File: src/rtl/cfgstage_pkg.sv
package cfgstage_pkg;
  localparam int REG_COUNT = 16;
  localparam int IDX_W     = $clog2(REG_COUNT);

  typedef enum logic [1:0] {
    SEL_NONE = 2'd0,
    SEL_REG  = 2'd1,
    SEL_SRAM = 2'd2
  } rdSel_e;

  typedef struct packed {
    logic             regWr;
    logic             regRd;
    logic             sramWr;
    logic             sramRd;
    logic             commit;
    logic [IDX_W-1:0] idx;
  } ctrlStrobe_t;
endpackage

File: src/rtl/cfgstage_ctrl.sv
module cfgstage_ctrl
  import cfgstage_pkg::*;
#(
  parameter int          ADDR_W         = 24,
  parameter int          DATA_W         = 8,
  parameter int          SRAM_AW        = 15,
  parameter int          PAGE_BITS      = 12,
  parameter logic [15:0] REG_OFFSET     = 16'h5000,
  parameter logic [7:0]  SRAM_BANK_BASE = 8'h10,
  parameter int          COMMIT_IDX     = 14,
  parameter int          COMMIT_BIT     = 7
) (
  input  logic               clk,
  input  logic               rstN,
  input  logic [ADDR_W-1:0]  busAddr,
  input  logic [DATA_W-1:0]  busWrData,
  input  logic               busWr,
  input  logic               busRd,
  output ctrlStrobe_t        strobe,
  output logic [SRAM_AW-1:0] sramAddr
);
  localparam int          BANK_SEL_W   = SRAM_AW - PAGE_BITS;
  localparam int          PAGE_TAG_W   = 16 - PAGE_BITS;
  localparam logic [7:0]  REG_BANK_END = 8'(REG_COUNT - 1);
  localparam logic [7:0]  SRAM_SPAN    = 8'(1 << BANK_SEL_W);
  localparam logic [PAGE_TAG_W-1:0] SRAM_PAGE = REG_OFFSET[15:PAGE_BITS];
  localparam logic [IDX_W-1:0]      CMT_IDX   = IDX_W'(COMMIT_IDX);

  logic [7:0]  bank;
  logic [15:0] offs;
  logic [7:0]  bankRel;
  logic        regHit;
  logic        sramHit;
  logic        rdReq;

  assign bank    = busAddr[ADDR_W-1:ADDR_W-8];
  assign offs    = busAddr[15:0];
  assign bankRel = bank - SRAM_BANK_BASE;
  assign regHit  = (bank <= REG_BANK_END) && (offs == REG_OFFSET);
  assign sramHit = (bankRel < SRAM_SPAN) && (offs[15:PAGE_BITS] == SRAM_PAGE);
  assign rdReq   = busRd && !busWr;

  always_comb begin
    strobe        = '0;
    strobe.idx    = bank[IDX_W-1:0];
    strobe.regWr  = busWr && regHit;
    strobe.regRd  = rdReq && regHit;
    strobe.sramWr = busWr && sramHit;
    strobe.sramRd = rdReq && sramHit;
    strobe.commit = strobe.regWr && (strobe.idx == CMT_IDX) && busWrData[COMMIT_BIT];
  end

  assign sramAddr = {bankRel[BANK_SEL_W-1:0], offs[PAGE_BITS-1:0]};


  commit_source_chk: assert property (@(posedge clk) disable iff (!rstN)
    strobe.commit |-> (busWr && busWrData[COMMIT_BIT]));


  strobe_excl_chk: assert property (@(posedge clk) disable iff (!rstN)
    $onehot0({strobe.regWr, strobe.regRd, strobe.sramWr, strobe.sramRd}));
endmodule

File: src/rtl/cfgstage_dp.sv
module cfgstage_dp
  import cfgstage_pkg::*;
#(
  parameter int                    DATA_W          = 8,
  parameter int                    COMMIT_IDX      = 14,
  parameter int                    COMMIT_BIT      = 7,
  parameter logic [REG_COUNT-1:0]  RESET_HIGH_MASK = 16'h0180,
  parameter logic [7:0]            RESET_HIGH_VAL  = 8'h80
) (
  input  logic                 clk,
  input  logic                 rstN,
  input  ctrlStrobe_t          strobe,
  input  logic [DATA_W-1:0]    wrData,
  input  logic [DATA_W-1:0]    sramRdData,
  output logic [DATA_W-1:0]    rdData,
  output logic [REG_COUNT-1:0] activeFlags
);
  logic [DATA_W-1:0]    stagedQ [REG_COUNT];
  logic [REG_COUNT-1:0] nextTopBits;
  logic [DATA_W-1:0]    regDataQ;
  rdSel_e               rdSelQ;

  function automatic logic [DATA_W-1:0] rstVal(int i);
    return RESET_HIGH_MASK[i] ? DATA_W'(RESET_HIGH_VAL) : '0;
  endfunction

  always_ff @(posedge clk or negedge rstN) begin
    if (!rstN) begin
      for (int i = 0; i < REG_COUNT; i++) stagedQ[i] <= rstVal(i);
    end else if (strobe.regWr) begin
      stagedQ[strobe.idx] <= wrData;
    end
  end

  // Top bits as they stand after this cycle's write, so a commit sees its own data.
  for (genvar g = 0; g < REG_COUNT; g++) begin : gTop
    assign nextTopBits[g] = (strobe.regWr && strobe.idx == IDX_W'(g))
                          ? wrData[COMMIT_BIT] : stagedQ[g][COMMIT_BIT];
  end

  always_ff @(posedge clk or negedge rstN) begin
    if (!rstN) begin
      for (int i = 0; i < REG_COUNT; i++) activeFlags[i] <= rstVal(i)[COMMIT_BIT];
    end else if (strobe.commit) begin
      activeFlags <= nextTopBits;
    end
  end

  always_ff @(posedge clk or negedge rstN) begin
    if (!rstN) begin
      rdSelQ   <= SEL_NONE;
      regDataQ <= '0;
    end else begin
      rdSelQ   <= strobe.regRd ? SEL_REG : (strobe.sramRd ? SEL_SRAM : SEL_NONE);
      regDataQ <= strobe.regRd ? stagedQ[strobe.idx] : '0;
    end
  end

  always_comb begin
    unique case (rdSelQ)
      SEL_REG:  rdData = regDataQ;
      SEL_SRAM: rdData = sramRdData;
      default:  rdData = '0;
    endcase
  end


  flags_hold_chk: assert property (@(posedge clk) disable iff (!rstN)
    !strobe.commit |=> $stable(activeFlags));


  commit_self_chk: assert property (@(posedge clk) disable iff (!rstN)
    strobe.commit |=> activeFlags[COMMIT_IDX]);


  staged_write_chk: assert property (@(posedge clk) disable iff (!rstN)
    strobe.regWr |=> (stagedQ[$past(strobe.idx)] == $past(wrData)));


  idle_read_chk: assert property (@(posedge clk) disable iff (!rstN)
    !(strobe.regRd || strobe.sramRd) |=> (rdData == '0));
endmodule

File: src/rtl/cfg_stage_bank.sv
module cfg_stage_bank
  import cfgstage_pkg::*;
#(
  parameter int ADDR_W  = 24,
  parameter int DATA_W  = 8,
  parameter int SRAM_AW = 15
) (
  input  logic                 clk,
  input  logic                 rstN,
  input  logic [ADDR_W-1:0]    busAddr,
  input  logic [DATA_W-1:0]    busWrData,
  input  logic                 busWr,
  input  logic                 busRd,
  output logic [DATA_W-1:0]    busRdData,
  output logic [REG_COUNT-1:0] activeFlags,
  output logic [SRAM_AW-1:0]   sramAddr,
  output logic [DATA_W-1:0]    sramWrData,
  output logic                 sramWe,
  output logic                 sramRe,
  input  logic [DATA_W-1:0]    sramRdData
);
  ctrlStrobe_t strobe;

  cfgstage_ctrl #(.ADDR_W(ADDR_W), .DATA_W(DATA_W), .SRAM_AW(SRAM_AW)) u_ctrl (
    .clk       (clk),
    .rstN      (rstN),
    .busAddr   (busAddr),
    .busWrData (busWrData),
    .busWr     (busWr),
    .busRd     (busRd),
    .strobe    (strobe),
    .sramAddr  (sramAddr)
  );

  cfgstage_dp #(.DATA_W(DATA_W)) u_dp (
    .clk         (clk),
    .rstN        (rstN),
    .strobe      (strobe),
    .wrData      (busWrData),
    .sramRdData  (sramRdData),
    .rdData      (busRdData),
    .activeFlags (activeFlags)
  );

  assign sramWrData = busWrData;
  assign sramWe     = strobe.sramWr;
  assign sramRe     = strobe.sramRd;
endmodule

File: config.mk
export PLATFORM = sky130hd
export DESIGN_NAME = cfg_stage_bank
export DESIGN_NICKNAME = d
export VERILOG_FILES = /design/src/rtl/cfgstage_pkg.sv /design/src/rtl/cfgstage_ctrl.sv /design/src/rtl/cfgstage_dp.sv /design/src/rtl/cfg_stage_bank.sv
export SDC_FILE = /design/constraint.sdc
export NUM_CORES = 1
export LEC_CHECK = 0
export ABC_CLOCK_PERIOD_IN_PS = 1800
export BUFFER_PORTS_ARGS = -buffer_cell sky130_fd_sc_hd__buf_2
export CAP_MARGIN = 20
export CORE_MARGIN = 4
export CORE_UTILIZATION = 45
export CTS_CLUSTER_SIZE = 8
export DETAILED_ROUTE_END_ITERATION = 6
export PLACE_DENSITY_LB_ADDON = 0.25
export SLEW_MARGIN = 5
export SYNTH_ARGS = -nofsm -noshare
export SYNTH_HDL_FRONTEND = slang
export SYNTH_SLANG_ARGS = --single-unit
export TNS_END_PERCENT = 20
File: constraint.sdc
create_clock -name clk -period 1.8 [get_ports clk]
set_clock_uncertainty 0.05 [all_clocks]
set_input_delay 0.54 -clock clk [delete_from_list [all_inputs] [get_ports clk]]
set_output_delay 0.54 -clock clk [all_outputs]
set_load 0.02 [all_outputs]
==> results.md <==
* Outcome: finished with violations
* Failing checks: setup timing
* Worst Tran Pin Value at 0.367 ns
* Yosys Warn Count at 0
* Port bufs at 92
* Initial core utilization at 45.8%
* CP Launch Type: input pin
* Worst path bufs/invs at 2
* Layout cell share with drive strength beyond 1 at 57.7%
* Detailed Place HPWL at 12300 µm
* CP max-delay cell: and4bb_2
* Core ar. at 16500 µm²
* Placed cell area at 8810 µm²
* Initial antenna violation count at 0
* Relative slew slack at about 76%
* Drt total wl at 18200 µm
* GRT Util Overall at between 10% and 20%
* Crit. End Element: output pin
* Drt wl/cell at 20.1 µm
* Die X at 138 µm
* Clk sinks at 154
* RSZ-0062 raised after global routing: yes
* Most used DFF post-synth: dfrtp_1
* Max cap viols at 0
* CTS tree: done
* Sequential share of the synthesized area at 51.0%
* GRT overflow at 0
* Setup violation total in the final timing report at 106
* Syn avg cell area at 14.2 µm²
* Final worst slack at -0.272 ns
* Leak at roughly 4.8 nW
* Mapped Area at approximately 7600 µm²
* First drt pass iteration count at 4
* Final #Nets at 716
* # fillers at 1224
* Arrival time at the worst endpoint at between 1 and 1.5 ns
* Pwr per Cell Area at 742 nW/µm²
* Post-synth EDFFs at 0
* Detailed-route via count at 4899
* Post-route ant nets at 0
* Critical path class: in -> out
* Crit path largest cell delay at about 0.34 ns
* ANT cells at 0
* Req. time, crit path at 1.21 ns
* Worst-path clk slew at roughly 0.06 ns
* Root Buffer: clkbuf_16
* Final RePlAce weighted congestion at 0.822
* Largest net degree at the start of global routing at 42
* #FFs+latches synth at about 150
* Final min period at 2.07 ns
* Max-slew violation count at 0
* Clk_lat worst skew at 0.42 ns
* Full die area at 18900 µm²
* Die Ht at 138 µm
* Row cnt at 47
* Final period util at 115%
* H-tree depth at 4
* Crit-path max FO at 4
* Post-synth ARST share at 100%
* Via-per-instance ratio at about 5.4
* Top delay family on crit path: simple AND/OR/NAND/NOR gates
* Fmax at 0.483 GHz
* VDD IR max at 0.835 mV
* CP cell instances: buf_6 -> and4bb_2 -> nand2_4 -> nor4b_4 -> buf_4
* Vias in the first global route at 5222
* Iter 0 DRT Violations at ~340
* Num CTS Buffers at 17
* Max clock buf depth at 2
* Boundary pin count at between 90 and 100
* P&R area growth vs syn at 32.1%
* Post-Syn Instances at 532
* Residual DRC at 0
* Fin area at 9990 µm²
* First-pass GRT wire length at 28600 µm
* Hold WC Path Type: in -> reg
* Syn_nets at between 500 and 600
* TNS Setup at -4.77 ns
* Unique masters post-synth at 34
* Hold Vio Cnt, Final at 0
## worst register-to-register path: cells and delay by family, from the launching register on
family             cells  cell delay [ns]
AOI/OAI and AO/OA      2             0.47
DFF                    1             0.41
muxes                  1             0.48
## cell type report
type	instances	area (µm²)	area share (%)
Sequential cell	154	3860	38.6
Multi-Input combinational cell	289	3690	36.9
Tap cell	220	275	2.75
Clock inverter	11	121	1.21
Clock buffer	21	460	4.61
Timing Repair Buffer	175	1460	14.7
Inverter	33	124	1.24
## per-stage QoR
step / setup WS (ns) / instances / total power, W / util [%] / hold WS [ns]
final: -0.272 / 903 / 0.00742 / 60.5 / 0.342
after global routing: -0.343 / 903 / 0.00770 / 60.5 / 0.339
after CTS: -0.280 / 897 / 0.00746 / 58.0 / 0.323
after detailed placement: -0.530 / 860 / 0.00397 / 53.3 / 0.405
after global placement: -0.463 / 860 / 0.00396 / 53.3 / 0.398
after floorplan: -0.377 / 532 / 0.00373 / - / 0.194
## sequential cells by signal (all words and copies together) (netlist names)
name              count
u_dp.activeFlags     16
u_dp.rdSelQ           2
u_dp.regDataQ         8
u_dp.stagedQ        128
## kinds of logic (layout without fill, tap and decap cells)
family                   Yosys count  count (layout)  share of synthesized area, %
AO/OA/AOI/OAI                     47              47                          4.63
adder cells (fa/ha/maj)            2               2                         0.331
AND/OR/NAND/NOR                   65              65                          7.36
multiplexers                     175             175                          30.7
buffers and inverters             89             240                          5.97
flip-flops                       154             154                          51.0
## cell usage in the layout (no fill, tap or decap), types with 10 or more instances in the layout
| cell type | instances |
|---|---|
| dfrtp_1 | 150 |
| mux2_4 | 91 |
| buf_2 | 78 |
| buf_4 | 61 |
| mux4_2 | 32 |
| inv_1 | 31 |
| mux2i_1 | 29 |
| mux2_2 | 23 |
| buf_12 | 21 |
| clkbuf_16 | 19 |
| a22oi_1 | 17 |
| nor3_4 | 14 |
| o31a_1 | 14 |
| nor2_1 | 12 |
| nand3_1 | 12 |
| buf_6 | 10 |
## layer usage
metal | global-route usage, % | part of all wire, %
met5 | 0 | 0
met4 | 5.16 | 0.85
met3 | 3.73 | 4.3
met2 | 32.5 | 50
met1 | 27.1 | 45
## worst paths after layout
check | from | end | slack (ns) | cells past startpoint
max reg2reg | u_dp.stagedQ[2] | u_dp.regDataQ[2] | 0.27 | 3
min reg2reg | u_dp.activeFlags[14] | u_dp.activeFlags[14] | 0.42 | 1
max | busAddr[15] | sramWe | -0.27 | 5
min in group asynchronous | rstN | u_dp.stagedQ[105] | 0.52 | 2
max in group asynchronous | rstN | u_dp.activeFlags[8] | 0.55 | 3
min | busWrData[7] | u_dp.stagedQ[15] | 0.34 | 2
## synthesized netlist by cell type (2+ instances only)
cell type  count  area share (%)
dfrtp_1      150              50
mux2_2       106              16
inv_1         33             1.6
mux4_2        32             9.5
mux2i_1       29             3.8
buf_4         26             2.6
a22oi_1       24             2.4
clkbuf_1      22             1.1
nor3_4        14             3.0
o31a_1        14             1.6
nand3_1       12            0.79
nor2_1        12            0.60
a21oi_1        8            0.53
mux2_4         7             1.4
buf_2          4            0.26
dfstp_2        4             1.4
nand4_1        4            0.33
nor2b_1        4            0.33
nor4_1         4            0.33
nand2_1        3            0.15
buf_1          2           0.099
buf_6          2            0.30
ha_1           2            0.33
nand2b_1       2            0.17
nor3_2         2            0.26
nor4_4         2            0.56
## power by group
part	leakage, nW	switching (W)	internal [W]
Sequential	2.01	0.0000000187	0.00346
Clock	0.283	0.00138	0.00211
Combinational	2.48	0.000295	0.000168
## timing repair
action                                  in CTS  in global routing
endpoints found under the setup margin     119                149
cloned                                       2                  1
hold buffers                                 1                  0
buffers inserted                             2                  6
pin swaps                                   13                  9
gates resized for setup                     34                 94
hold endpoints to repair                    30                  0
No activity file was read; power rests on OpenSTA's default activity.
